$ cat config.mk
export PLATFORM = sky130hd
export DESIGN_NAME = wdg_steer
export DESIGN_NICKNAME = d
export VERILOG_FILES = /design/src/rtl/wdg_steer_pkg.sv /design/src/rtl/wdg_cfg_reg.sv /design/src/rtl/wdg_interval.sv /design/src/rtl/wdg_countdown.sv /design/src/rtl/wdg_steer.sv
export SDC_FILE = /design/constraint.sdc
export NUM_CORES = 1
export LEC_CHECK = 0
export CORE_MARGIN = 3
export CORE_UTILIZATION = 45
export DETAILED_ROUTE_END_ITERATION = 16
export PLACE_DENSITY = 0.69
export SYNTH_ARGS = -nofsm -noshare
export SYNTH_HDL_FRONTEND = slang
export SYNTH_SLANG_ARGS = --single-unit
$ cat constraint.sdc
create_clock -name clk -period 5.1 [get_ports clk]
set_input_delay 1.02 -clock clk [delete_from_list [all_inputs] [get_ports clk]]
set_output_delay 1.02 -clock clk [all_outputs]
set_load 0.03 [all_outputs]
$ cat src/rtl/wdg_steer_pkg.sv
package wdg_steer_pkg;

   typedef enum logic [1:0] {
      ACT_NONE  = 2'd0,
      ACT_IRQ   = 2'd1,
      ACT_RESET = 2'd2
   } expiry_act_e;

   // Bits needed for the largest interval: multiplier shifted by 2*(2^RES_W - 1)
   function automatic int unsigned cnt_width(input int unsigned mult_w,
                                             input int unsigned res_w);
      return mult_w + 2 * ((1 << res_w) - 1);
   endfunction

endpackage

$ cat src/rtl/wdg_cfg_reg.sv
module wdg_cfg_reg #(
   parameter int unsigned DATA_W = 8
) (
   input  logic              clk,
   input  logic              rst_n,
   input  logic              wr_en,
   input  logic [DATA_W-1:0] wr_data,
   input  logic              disarm,
   output logic [DATA_W-1:0] cfg_q
);

   always_ff @(posedge clk or negedge rst_n) begin
      if (!rst_n) begin
         cfg_q <= '0;
      end else if (wr_en) begin
         cfg_q <= wr_data;
      end else if (disarm) begin
         cfg_q <= '0;
      end
   end

   AST_WRITE_STORES: assert property (@(posedge clk) disable iff (!rst_n)
      wr_en |=> (cfg_q == $past(wr_data))) else $error("cfg store");

endmodule

$ cat src/rtl/wdg_interval.sv
module wdg_interval #(
   parameter int unsigned MULT_W      = 5,
   parameter int unsigned RES_W       = 2,
   parameter int unsigned CNT_W       = 11,
   parameter bit          USE_SHIFTER = 1'b1
) (
   input  logic [MULT_W-1:0] mult,
   input  logic [RES_W-1:0]  res,
   output logic [CNT_W-1:0]  interval
);

   localparam int unsigned PAD_W = CNT_W - MULT_W;

   logic [CNT_W-1:0] mult_ext;
   assign mult_ext = {{PAD_W{1'b0}}, mult};

   generate
      if (CNT_W < MULT_W) begin : g_bad_width
         $error("wdg_interval: CNT_W narrower than MULT_W");
      end
      if (USE_SHIFTER) begin : g_shift
         assign interval = mult_ext << {res, 1'b0};
      end else begin : g_mul
         logic [CNT_W-1:0] scale;
         assign scale    = CNT_W'(1) << {res, 1'b0};
         assign interval = mult_ext * scale;
      end
   endgenerate

endmodule

$ cat src/rtl/wdg_countdown.sv
module wdg_countdown #(
   parameter int unsigned CNT_W = 11
) (
   input  logic             clk,
   input  logic             rst_n,
   input  logic             restart,
   input  logic [CNT_W-1:0] load_val,
   input  logic             tick,
   output logic             expire,
   output logic             running
);

   logic [CNT_W-1:0] cnt_q;

   assign expire = running && tick && !restart && (cnt_q == CNT_W'(1));

   always_ff @(posedge clk or negedge rst_n) begin
      if (!rst_n) begin
         cnt_q   <= '0;
         running <= 1'b0;
      end else if (restart) begin
         cnt_q   <= load_val;
         running <= (load_val != '0);
      end else if (expire) begin
         running <= 1'b0;
      end else if (running && tick) begin
         cnt_q <= cnt_q - CNT_W'(1);
      end
   end

   AST_RUN_NONZERO: assert property (@(posedge clk) disable iff (!rst_n)
      running |-> (cnt_q != '0)) else $error("zero count while running");
   AST_HOLD_NO_TICK: assert property (@(posedge clk) disable iff (!rst_n)
      (running && !tick && !restart) |=> $stable(cnt_q)) else $error("count moved");
   AST_ZERO_DISABLES: assert property (@(posedge clk) disable iff (!rst_n)
      (restart && load_val == '0) |=> !running) else $error("zero armed");
   AST_STOP_AFTER: assert property (@(posedge clk) disable iff (!rst_n)
      expire |=> !running) else $error("still running");

endmodule

$ cat src/rtl/wdg_steer.sv
module wdg_steer #(
   parameter int unsigned DATA_W      = 8,
   parameter int unsigned MULT_W      = 5,
   parameter int unsigned RES_W       = 2,
   parameter bit          USE_SHIFTER = 1'b1
) (
   input  logic              clk,
   input  logic              rst_n,
   input  logic              cfg_wr,
   input  logic              cfg_rd,
   input  logic [DATA_W-1:0] cfg_wdata,
   output logic [DATA_W-1:0] cfg_rdata,
   input  logic              tick_16hz,
   output logic              wdg_flag,
   output logic              wdg_irq,
   output logic              wdg_rst_req
);

   import wdg_steer_pkg::*;

   localparam int unsigned CNT_W   = cnt_width(MULT_W, RES_W);
   localparam int unsigned FIELD_W = MULT_W + RES_W;
   localparam int unsigned STEER_B = DATA_W - 1;

   generate
      if (DATA_W < FIELD_W + 1) begin : g_bad_data
         $error("wdg_steer: DATA_W too small for fields plus steering bit");
      end
      if (MULT_W < 1 || RES_W < 1) begin : g_bad_field
         $error("wdg_steer: field widths must be at least 1");
      end
   endgenerate

   logic [DATA_W-1:0]  cfg_q;
   logic [FIELD_W-1:0] sel_field;
   logic [CNT_W-1:0]   interval;
   logic               restart;
   logic               expire;
   logic               running;
   logic               steer;
   expiry_act_e        act;

   assign restart   = cfg_wr | cfg_rd;
   assign sel_field = cfg_wr ? cfg_wdata[FIELD_W-1:0] : cfg_q[FIELD_W-1:0];
   assign steer     = cfg_q[STEER_B];
   assign cfg_rdata = cfg_q;

   always_comb begin
      act = ACT_NONE;
      if (expire) act = steer ? ACT_RESET : ACT_IRQ;
   end

   wdg_cfg_reg #(.DATA_W(DATA_W)) u_cfg (
      .clk     (clk),
      .rst_n   (rst_n),
      .wr_en   (cfg_wr),
      .wr_data (cfg_wdata),
      .disarm  (act == ACT_RESET),
      .cfg_q   (cfg_q)
   );

   wdg_interval #(
      .MULT_W      (MULT_W),
      .RES_W       (RES_W),
      .CNT_W       (CNT_W),
      .USE_SHIFTER (USE_SHIFTER)
   ) u_interval (
      .mult     (sel_field[FIELD_W-1:RES_W]),
      .res      (sel_field[RES_W-1:0]),
      .interval (interval)
   );

   wdg_countdown #(.CNT_W(CNT_W)) u_cnt (
      .clk      (clk),
      .rst_n    (rst_n),
      .restart  (restart),
      .load_val (interval),
      .tick     (tick_16hz),
      .expire   (expire),
      .running  (running)
   );

   always_ff @(posedge clk or negedge rst_n) begin
      if (!rst_n) begin
         wdg_flag    <= 1'b0;
         wdg_irq     <= 1'b0;
         wdg_rst_req <= 1'b0;
      end else begin
         wdg_irq     <= (act == ACT_IRQ);
         wdg_rst_req <= (act == ACT_RESET);
         if (restart) begin
            wdg_flag <= 1'b0;
         end else if (act != ACT_NONE) begin
            wdg_flag <= 1'b1;
         end
      end
   end

   AST_IRQ_SINGLE: assert property (@(posedge clk) disable iff (!rst_n)
      wdg_irq |=> !wdg_irq) else $error("irq too long");
   AST_RST_SINGLE: assert property (@(posedge clk) disable iff (!rst_n)
      wdg_rst_req |=> !wdg_rst_req) else $error("reset request too long");
   AST_ONE_ACTION: assert property (@(posedge clk) disable iff (!rst_n)
      $countones({wdg_irq, wdg_rst_req}) <= 1) else $error("both actions");
   AST_FLAG_WITH_ACT: assert property (@(posedge clk) disable iff (!rst_n)
      (wdg_irq || wdg_rst_req) |-> wdg_flag) else $error("action without flag");
   AST_ACCESS_CLEARS: assert property (@(posedge clk) disable iff (!rst_n)
      restart |=> !wdg_flag) else $error("flag not cleared");
   AST_DISARMED: assert property (@(posedge clk) disable iff (!rst_n)
      wdg_rst_req |-> (cfg_rdata == '0)) else $error("config not cleared");
   AST_NO_IDLE_ACT: assert property (@(posedge clk) disable iff (!rst_n)
      (!running && !restart) |=> !(wdg_irq || wdg_rst_req)) else $error("idle expiry");

endmodule

Yosys cells after proc, flatten, opt, wreduce, memory -nomap -nowiden
Cells that the tools add are included.
Storage, ports and cells
  bits in registers: 23
  input port bits: 13
  output and inout bits: 11
  logic and storage cells: 36
Operators by class
  add/sub/neg operators: 1
  eq/ne operators: 4
  shift operators: 1
  muxes and demuxes: 12
  bitwise gates (word level): 1
  reduce and logical (&&, ||, !) cells: 11
Operators by type and width (number)
  11-bit two-way mux: 3
  8-bit two-way mux: 2
  11-bit by 1-bit == test with 1-bit output (second input constant): 1
  11-bit nonzero test: 1
  5-bit by 3-bit left shift with 11-bit output: 1
  11-bit by 1-bit subtractor with 11-bit output (second input constant): 1
  2-bit nonzero test: 5
  7-bit two-way mux: 1
  1-bit two-way mux: 4
  2-bit two-way mux: 2
  1-bit logical AND: 3
  2-bit by 1-bit == test with 1-bit output (second input constant): 1
  2-bit == test (second input constant): 1
  2-bit by 1-bit != test with 1-bit output (second input constant): 1
  2-bit AND reduction: 1
  1-bit logical NOT: 1
  1-bit bitwise OR: 1

Depth between registers and ports, before layout
Gate-level depths: netlist of the first run.
  depth in word-level cells: 8
  gate-level depth with buffers: 8
  gate-level depth less buffers: 7

Hierarchy
A second synthesis of the first run with hierarchy kept.
Second synthesis, totals
  cells, all modules: 139
  area total of the unflattened synthesis: 1432.6 um2
Modules (own cells, without submodules)
  wdg_countdown: instances 1, cells an instance 86, area an instance 799.5 um2
  wdg_cfg_reg: instances 1, cells an instance 18, area an instance 301.5 um2
  wdg_steer: instances 1, cells an instance 16, area an instance 196.4 um2
  wdg_interval: instances 1, cells an instance 19, area an instance 135.1 um2

Worst setup path before layout of the first run
OpenSTA, ideal clock, no wires.
  path kind: input -> register
  start: input port cfg_wr
  end: register u_cnt.cnt_q[5]
  library setup time: 64 ps
  arrival: 2334 ps
  slack: 2701 ps
  stages: 7
  path buffers: 2
  path through: buf_2 mux2i_1 buf_2 nand3_1 o311ai_0 a21boi_0 a21o_1
On the way
  word-level cells in the longest chain between the ends: 6
  elaborated cells between the ends (all ways): 10
  those cells by class: eq/ne: 1; shift: 1; mux: 2; bitwise: 1; reduce/logical: 5
RTL lines
  from (decl): RTL line wdg_steer.sv:9  | input logic cfg_wr,
  1-bit bitwise OR: RTL line wdg_steer.sv:43  | assign restart = cfg_wr | cfg_rd;
  1-bit logical NOT: RTL line wdg_countdown.sv:15  | assign expire = running && tick && !restart && (cnt_q == CNT_W'(1));
  1-bit logical AND (2 in series): RTL line wdg_countdown.sv:15
  2-bit by 1-bit != test with 1-bit output (no line)
  2-bit AND reduction (no line)
  to (signal assigned): RTL line wdg_countdown.sv:22  | cnt_q <= load_val;
  to (signal assigned): RTL line wdg_countdown.sv:27  | cnt_q <= cnt_q - CNT_W'(1);
  to (decl): RTL line wdg_countdown.sv:13  | logic [CNT_W-1:0] cnt_q;
Parallel ways exist; a longest one is shown, timed or not.
A chain may end at the register's enable or synchronous reset.

Worst setup path after layout of the first run
Ends and elaborated chain as after synthesis.

==> impl_metrics.ini, run 1 <==
[die]
initial_core_util_pct = 49.5
dieWidth_um = 62.3
io_pins = 24
dieArea_um2 = 3880
die_y_um = 62.3
fp.coreArea_um2 = 2880
row_count = 19

[clock_network]
clkSlewWorstSetupHoldPaths_ns = 0.13
cts-root-buf = clkbuf_4
cts_resized = 0
ctsHtreeMaxLevel = 1
insertion_delay_ns = 0.32
cts_made_buffers = 3
cts_buffer_depth = 2
cts_tree = done
cts.sinks = 23
hold_buffers = 0
postCtsSetupRepairBufs = 0

[global_routing]
grt_pass1_vias = 1252
grt_max_degree = 24
grt-ovfl-total = 0
grt_pass1_wl_um = 5950
grt_antenna_before_repair = 0
grt_use_total_pct = 18.7

[yosys]
synth_area_leader_cell = dfrtp_1
netlist_instances = 152
synth_mux_area_share_pct = 9.67
synth_fa_ha_area_share_pct = 2.46
syn-num-nets = 167
synth_cell_types = 43
synth_area_leaders = dfrtp_1 (40%), mux2i_1 (4.9%), mux2_2 (4.7%)
synth_top_family_by_area = simple AND/OR/NAND/NOR gates
ys_seq_area_share_pct = 40.4
synthXorXnorAreaFrac_pct = 1.23
ys_warn_count = 0
synth_compound_area_share_pct = 19.7
yosys.area_share.simple_pct = 23.8
synthesis.area_um2 = 1420
synth_top_area_share_pct = 40.4
synth_seq_cells = 23
synth_area_per_cell_um2 = 9.37

[final_layout]
antenna_cells = 0
fin_area_um2 = 1720
finish.net_count = 191
fillCellCount = 246
drive_above_1_share_pct = 12.0
area_growth_syn_to_layout_pct = 20.7

[timing]
setup_tns_ns = 0
period_share_pct = 60.4
final-setup-viol-count = 0
rsz0062_at_grt = false
relSlewSlack_pct = 33.4
worstMarginPinSlew_ns = 0.997
hold_viol = 0
fin_crit_ns = 3.08
fmax_mhz = 325
slew_violations = 0
skew_ns = 0.00864

[power]
seqPwrFrac_pct = 47.4
powerDensity_nw_per_um2 = 284
sw_frac_of_total_pct = 36.9
ir_drop_v = 0.000163
p_clk_share_pct = 17.5
switchingPower_uw = 180
internal_power_uw = 308
leakage_nw = 0.732
pwr-share-comb_pct = 35.2

[route]
vias = 1282
drt-initial-drc-count = 65
viasPerCell = 5.91
drc_errors = 0
wl_per_cell_um = 15.5
drt-total-wl_um = 3370
firstDrtPassIters = 4
drtAntennaViolNets = 0

[job]
cap_violations = 0

[critical_path]
worstSetupEndpointType = flip-flop
critical_path_class = input port to flip-flop
crit_path_max_fanout = 18
required_ns = 5.37
crit_arrival_ns = 3.35
setup.worst_path.start_class = input port
reg2reg_slack_ns = 2.84

[placement]
gp_congestion = 0.893
io_buffers = 23
dp_hpwl_um = 2620
placed_area_um2 = 1690

[run_status]
outcome = completed

[hold_path]
min_path_type = flip-flop to flip-flop
[power groups by stage]
| stage | sequential (mW) | combinational (mW) | clock [mW] |
|---|---|---|---|
| 2_1_floorplan | 0.240 | 0.107 | 0 |
| 3_3_place_gp | 0.233 | 0.170 | 0 |
| 3_5_place_dp | 0.234 | 0.169 | 0 |
| 4_1_cts | 0.230 | 0.171 | 0.0901 |
| 5_1_grt | 0.234 | 0.189 | 0.0968 |
| 6_report | 0.231 | 0.171 | 0.0851 |
[area by class of cell]
cell class / count / area (um2) / share of cell area [%]
tap: 42 / 52.6 / 3.06
clock buffer: 3 / 22.5 / 1.31
timing repair buffer: 24 / 238 / 13.8
multi-input combinational: 120 / 810 / 47.1
clock inverter: 1 / 5.00 / 0.291
inverter: 4 / 15.0 / 0.874
sequential: 23 / 576 / 33.5
[registers in the layout, indices dropped and copies added, names as in the netlist]
name,flops
u_cnt.cnt_q,11
u_cfg.cfg_q,8
u_cnt.running,1
wdg_flag,1
wdg_irq,1
wdg_rst_req,1
[cells by family after synthesis]
| group | after synthesis |
|---|---|
| AND/OR/NAND/NOR | 61 |
| AO/OA/AOI/OAI | 41 |
| flip-flops | 23 |
| multiplexers | 13 |
| buffers and inverters | 9 |
| adder cells (fa/ha/maj) | 3 |
| XOR/XNOR | 2 |
[layout by cell type (no fill, tap or decap), types with 2 or more instances in the layout]
master,netlist,final
or4_4,2,2
nand3_1,6,6
a32oi_1,2,2
nand2_1,16,16
nor2_2,3,3
o21a_1,3,3
ha_1,2,2
nor2_1,12,12
a31oi_1,5,5
nand4_1,2,2
and2_1,2,2
a21oi_1,7,7
dfrtp_1,23,23
mux2_2,6,6
inv_1,4,4
o21ai_0,4,4
o311ai_0,2,2
o22ai_1,4,4
nor4_1,3,3
o211ai_1,3,3
nor3_1,7,7
clkbuf_4,0,3
mux2i_1,7,7
clkdlybuf4s50_1,0,23
a21boi_0,2,2
o22a_1,3,3
[cell usage after synthesis, drive strengths merged]
cell type / n
dfrtp: 23
nand2: 16
nor2: 16
a21oi: 7
mux2i: 7
nor3: 7
mux2: 6
nand3: 6
a31oi: 5
buf: 4
inv: 4
nor4: 4
o21ai: 4
o22ai: 4
o211ai: 3
o21a: 3
o22a: 3
a21boi: 2
a32oi: 2
and2: 2
ha: 2
nand4: 2
nor2b: 2
o311ai: 2
or4: 2
a211oi: 1
a21o: 1
a311oi: 1
a41oi: 1
clkbuf: 1
maj3: 1
nand2b: 1
nand3b: 1
nor4b: 1
o21bai: 1
o31ai: 1
or2: 1
xnor2: 1
xor2: 1
[per-layer routing]
layer	part of all wire, %	track usage (%)	vias to the layer above
met5	0	0	-
met4	0.50	3.58	0
met3	7.6	4.68	4
met2	45	28.8	57
met1	47	26.7	607
li1	-	-	614
[final timing paths]
path                       depth (start not counted)              end            from
hold reg to reg                                    1          wdg_irq  u_cfg.cfg_q[7]
max in group asynchronous                          1   u_cnt.cnt_q[7]           rst_n
min in group asynchronous                          1          wdg_irq           rst_n
hold / removal                                     1          wdg_irq  u_cfg.cfg_q[7]
setup reg to reg                                   4  u_cnt.cnt_q[10]  u_cnt.cnt_q[2]
setup / recovery                                   5   u_cnt.cnt_q[5]          cfg_wr
[metrics by stage]
step                hold WS (ns)  setup slack (ns)  util, %  std cells  power, mW
floorplan                  0.491              2.70        -        152      0.347
global placement           0.462              1.70     58.8        213      0.403
detailed placement         0.475              1.72     58.8        213      0.403
CTS                        0.493              2.05     59.7        217      0.491
global route               0.546              1.90     59.7        217      0.520
finish                     0.487              2.02     59.7        217      0.487
[critical path, cell delays in order]
cell and delay [ns]:
clkdlybuf4s50_1 0.91, mux2_2 0.47, o311ai_0 0.59, a21boi_0 0.25
a21o_1 0.11
Power figures use the tool's default switching activity.
==> run 2, diff against run 1 <==
PLACE_DENSITY = 0.72   (was 0.69)
clock period = 2.57 ns   (was 5.1 ns; I/O delays follow)
==> run 2 against run 1 <==
Net effect: critical path depth rose by 1; power up 110%; critical path type unchanged; largest cell class unchanged; setup slack got worse by 1.6 ns; sequential share of layout area fell by 2.0 points; highest routed layer unchanged.
==> impl_metrics.ini, run 2 (synthesized netlist as in run 1, its figures left out) <==
[clock_network]
ctsHtreeMaxLevel = 1
clkSlewWorstSetupHoldPaths_ns = 0.14
cts_tree = done
cts_buffer_depth = 2
cts-root-buf = clkbuf_4
cts.sinks = 23
postCtsSetupRepairBufs = 0
hold_buffers = 0
insertion_delay_ns = 0.32
cts_made_buffers = 3
cts_resized = 0

[timing]
hold_viol = 0
period_share_pct = 84.1
setup_tns_ns = 0
skew_ns = 0.0120
worstMarginPinSlew_ns = 0.562
final-setup-viol-count = 0
fmax_mhz = 462
rsz0062_at_grt = false
relSlewSlack_pct = 62.3
fin_crit_ns = 2.16
slew_violations = 0
hold_ws_ns = 0.482

[final_layout]
regMostFlops = u_cnt.cnt_q
antenna_cells = 0
area_growth_syn_to_layout_pct = 28.1
final_util_pct = 63.4
largest_reg_flops = 11
instances_no_fill = 228
finish.net_count = 202
largestRegisters = u_cnt.cnt_q x11, u_cfg.cfg_q x8
fin_area_um2 = 1820
drive_above_1_share_pct = 16.7
layout_common_cells = clkdlybuf4s50_1 (23), dfrtp_1 (23), nand2_1 (16)

[critical_path]
timing.rr.start = u_cnt.cnt_q[2]
cp_cell_sequence = clkdlybuf4s50_1 -> buf_12 -> mux2_2 -> o311ai_0 -> a21boi_0 -> a21o_1
slowest_stage = clkdlybuf4s50_1
required_ns = 2.84
crit_arrival_ns = 2.43
setup.worst_path.start_class = input port
critPathLaunch = cfg_wr
cpPeakStageDelay_ns = 0.57
worstSetupEndpointType = flip-flop
crit_path_max_fanout = 12
critical_path_class = input port to flip-flop

[power]
sw_frac_of_total_pct = 36.6
powerDensity_nw_per_um2 = 552
pwr-share-comb_pct = 37.2
internal_power_uw = 638
seqPwrFrac_pct = 45.3
ir_drop_v = 0.000341
p_clk_share_pct = 17.5
switchingPower_uw = 368
leakage_nw = 0.792

[placement]
gp_congestion = 0.879
io_buffers = 23
dp_hpwl_um = 2830
placed_area_um2 = 1800
dp_cells = 224

[run_status]
outcome = completed

[route]
drc_errors = 0
firstDrtPassIters = 4
drt-total-wl_um = 3630
viasPerCell = 5.97
drt-initial-drc-count = 79
drtAntennaViolNets = 0
wl_per_cell_um = 15.9
vias = 1362

[die]
dieWidth_um = 62.3
fp.coreArea_um2 = 2880
dieArea_um2 = 3880
row_count = 19
die_y_um = 62.3
io_pins = 24
initial_core_util_pct = 49.5

[global_routing]
grt_pass1_wl_um = 5970
grt_pass1_vias = 1329
met3_usage_pct = 3.78
grt-busiest-layer = met2
grt-ovfl-total = 0
grt_max_degree = 24
grt_antenna_before_repair = 0
met1_usage_pct = 24.7
use_met2_pct = 31.3
grt_use_total_pct = 18.9

[hold_path]
holdCritStartpoint = u_cfg.cfg_q[7]
min_path_type = flip-flop to flip-flop

[job]
cap_violations = 0
run 2: cell count changes in the layout (fill, tap and decap cells not counted):
cell      delta
buf_12       +2
clkbuf_1     +1
clkinv_2     -1
buf_4        +9
run 2: worst paths after layout:
kind                                  endpoint  slack (ns)  depth (start not counted)
worst max-delay path            u_cnt.cnt_q[5]        0.41                          6
worst min-delay path                   wdg_irq        0.48                          1
worst max register to register  u_cnt.cnt_q[9]        0.45                          4
worst min register to register         wdg_irq        0.48                          1
max in group asynchronous       u_cnt.cnt_q[1]        1.80                          2
min in group asynchronous       u_cfg.cfg_q[7]        0.52                          2
run 2: power by group through the flow:
stage | Combinational [mW] | Clock (mW) | Sequential (mW)
after floorplan | 0.211 | 0 | 0.477
after global placement | 0.366 | 0 | 0.462
after detailed placement | 0.369 | 0 | 0.462
after CTS | 0.371 | 0.179 | 0.455
after global routing | 0.407 | 0.194 | 0.463
final | 0.375 | 0.176 | 0.456
run 2: routing by layer:
| layer | wire [um] | up-vias |
|---|---|---|
| li1 | - | 636 |
| met4 | 45 | 0 |
| met3 | 219 | 9 |
| met2 | 1750 | 57 |
| met1 | 1610 | 660 |
| met5 | 0 | - |
run 2: layout make-up:
cell class	count	area [um2]
sequential	23	576
multi-input combinational	120	810
fill	243	1050
clock buffer	4	26.3
tap	42	52.6
timing repair buffer	35	345
inverter	4	15.0
run 2: metrics by stage:
stage,power [mW],setup WS [ns]
CTS,1.01,0.417
detailed placement,0.832,0.0841
floorplan,0.688,0.669
global route,1.06,0.212
finish,1.01,0.407
global placement,0.827,0.0982
run 2: critical path, delay by kind of cell:
| kind | cells | cell delay [ns] |
|---|---|---|
| compound gates | 3 | 0.79 |
| buf+inv | 2 | 0.73 |
| mux | 1 | 0.39 |
==> run 3, diff against run 2 <==
clock period = 1.8 ns   (was 2.57 ns; I/O delays follow)
==> run 3 against run 2 <==
Net effect: the run now ends with negative setup slack left; hold slack got worse by 0.11 ns; sequential power rose by 42%; combinational power rose by 110%; first-iteration DRC count rose to 2.7 times the previous value; critical endpoint is now u_cfg.cfg_q[5]; largest cell class unchanged; largest power group is now combinational cells.
==> impl_metrics.ini, run 3 (synthesized netlist as in run 1, its figures left out) <==
[critical_path]
cpPeakStageDelay_ns = 0.56
slowest_stage = or4_4
r2r-end = u_cfg.cfg_q[5]
path_delay_family = simple AND/OR/NAND/NOR gates
setup.worst_path.start_class = flip-flop
timing.rr.start = u_cnt.cnt_q[5]
cp_cell_sequence = or4_4 -> or4_4 -> nor2_8 -> nor2_1
reg2reg_depth = 4
cp.buffers_inverters = 0
crit_top_cell = or4_4
reg2reg_slack_ns = -0.07
critical_path_class = flip-flop to flip-flop
worstSetupEndpointType = flip-flop
crit_path_max_fanout = 8
required_ns = 2.02
crit_arrival_ns = 2.09

[clock_network]
cts_made_buffers = 3
cts.sinks = 23
clkSlewWorstSetupHoldPaths_ns = 0.14
cts-root-buf = clkbuf_4
insertion_delay_ns = 0.32
ctsHtreeMaxLevel = 1
cts_buffer_depth = 2
hold_buffers = 0
cts_tree = done

[route]
firstDrtPassIters = 4
wl_per_cell_um = 15.6
drc_errors = 0
wl_met2_um = 2000
drtAntennaViolNets = 0
viasPerCell = 5.61
drt-initial-drc-count = 213
wl_met1_um = 1850
vias = 1520
dr_wl_met3_um = 279
drt-total-wl_um = 4230
top_layer = met4

[timing]
fmax_mhz = 535
setup_tns_ns = -0.483
skew_ns = 0.00449
fin_crit_ns = 1.87
period_share_pct = 104
hold_viol = 0
timing.final.ws_setup_ns = -0.0701
relSlewSlack_pct = 73.4
worstMarginPinSlew_ns = 0.394
slew_violations = 0
final-setup-viol-count = 11
rsz0062_at_grt = true

[global_routing]
grt_pass1_wl_um = 7160
grt_use_total_pct = 22.4
grt-ovfl-total = 0
grt_pass1_vias = 1529
grt_max_degree = 24
grt_antenna_before_repair = 0

[final_layout]
largest_reg_flops = 11
multi_input_area_um2 = 883
instances_no_fill = 271
finish.net_count = 245
layout_common_cells = buf_4 (55), dfrtp_1 (23), clkdlybuf4s50_1 (17)
layout_commonest_cell = buf_4
regArea_um2 = 576
antenna_cells = 0
fillCellCount = 193
largestRegisters = u_cnt.cnt_q x11, u_cfg.cfg_q x8
regMostFlops = u_cnt.cnt_q
drive_above_1_share_pct = 37.6
area_growth_syn_to_layout_pct = 54.5

[placement]
dp_hpwl_um = 3140
gp_congestion = 0.963
dp_slack_ns = -0.618
io_buffers = 23
dp_cells = 262

[power]
ir_drop_v = 0.000510
powerDensity_nw_per_um2 = 761
leakage_nw = 1.04

[die]
die_y_um = 62.3
io_pins = 24
row_count = 19
initial_core_util_pct = 49.5
fp.coreArea_um2 = 2880
dieArea_um2 = 3880
dieWidth_um = 62.3

[hold_path]
min_path_type = input port to asynchronous set/reset pin

[run_status]
outcome = finished, violations left
violations = negative setup slack

[job]
cap_violations = 0
-- run 3: cell count changes in the layout (fill, tap and decap cells not counted), sizes merged --
cell           delta
buf              +43
dlymetal6s2s      +4
clkdlybuf4s50     -6
dlygate4sd2       +1
clkbuf            +1
-- run 3: where the power goes --
part	total, mW	internal [mW]	switching (mW)
clock	0.252	0.0866	0.165
sequential	0.647	0.577	0.0707
combinational	0.774	0.395	0.378
total	1.67	1.06	0.614
-- run 3: per-stage QoR --
stage / power [mW] / util, % / cell area [um2] / hold WS, ns
3_3_place_gp: 1.31 / 71.6 / 2060 / 0.457
2_1_floorplan: 0.982 / - / 1420 / 0.0644
3_5_place_dp: 1.32 / 71.6 / 2060 / 0.472
4_1_cts: 1.59 / 73.8 / 2120 / 0.391
6_report: 1.67 / 76.5 / 2200 / 0.374
5_1_grt: 1.77 / 76.5 / 2200 / 0.400
-- run 3: repair_timing --
item / in CTS / in global routing
setup buffers: 3 / 2
gates resized for setup: 6 / 20
hold endpoints to repair: 0 / 0
endpoints found under the setup margin: 21 / 26
pin swaps: 3 / 4
-- run 3: final cells by class --
class | count | area share (%)
multi-input combinational | 120 | 40.2
tap | 42 | 2.39
sequential | 23 | 26.2
clock buffer | 4 | 1.19
inverter | 4 | 0.683
timing repair buffer | 78 | 29.4
-- run 3: how the worst max path moves through the flow --
stage          cells past startpoint           start              to
2_1_floorplan                      5  u_cnt.cnt_q[2]  u_cnt.cnt_q[8]
3_3_place_gp                       7          cfg_wr   u_cnt.running
3_5_place_dp                       7          cfg_wr   u_cnt.running
4_1_cts                            4  u_cnt.cnt_q[2]  u_cfg.cfg_q[6]
5_1_grt                            6  u_cnt.cnt_q[5]  u_cnt.cnt_q[5]
6_report                           4  u_cnt.cnt_q[5]  u_cfg.cfg_q[5]
-- run 3: routing by layer --
layer	vias up	track usage [%]
met2	76	36.4
met1	706	30.2
met5	-	0
li1	726	-
met3	12	3.24
met4	0	8.26
-- run 3: worst reg2reg max path, stage by stage (launching register included) --
cell	delay, ns
dfrtp_1	0.46
or4_4	0.57
or4_4	0.49
nor2_8	0.19
nor2_1	0.07
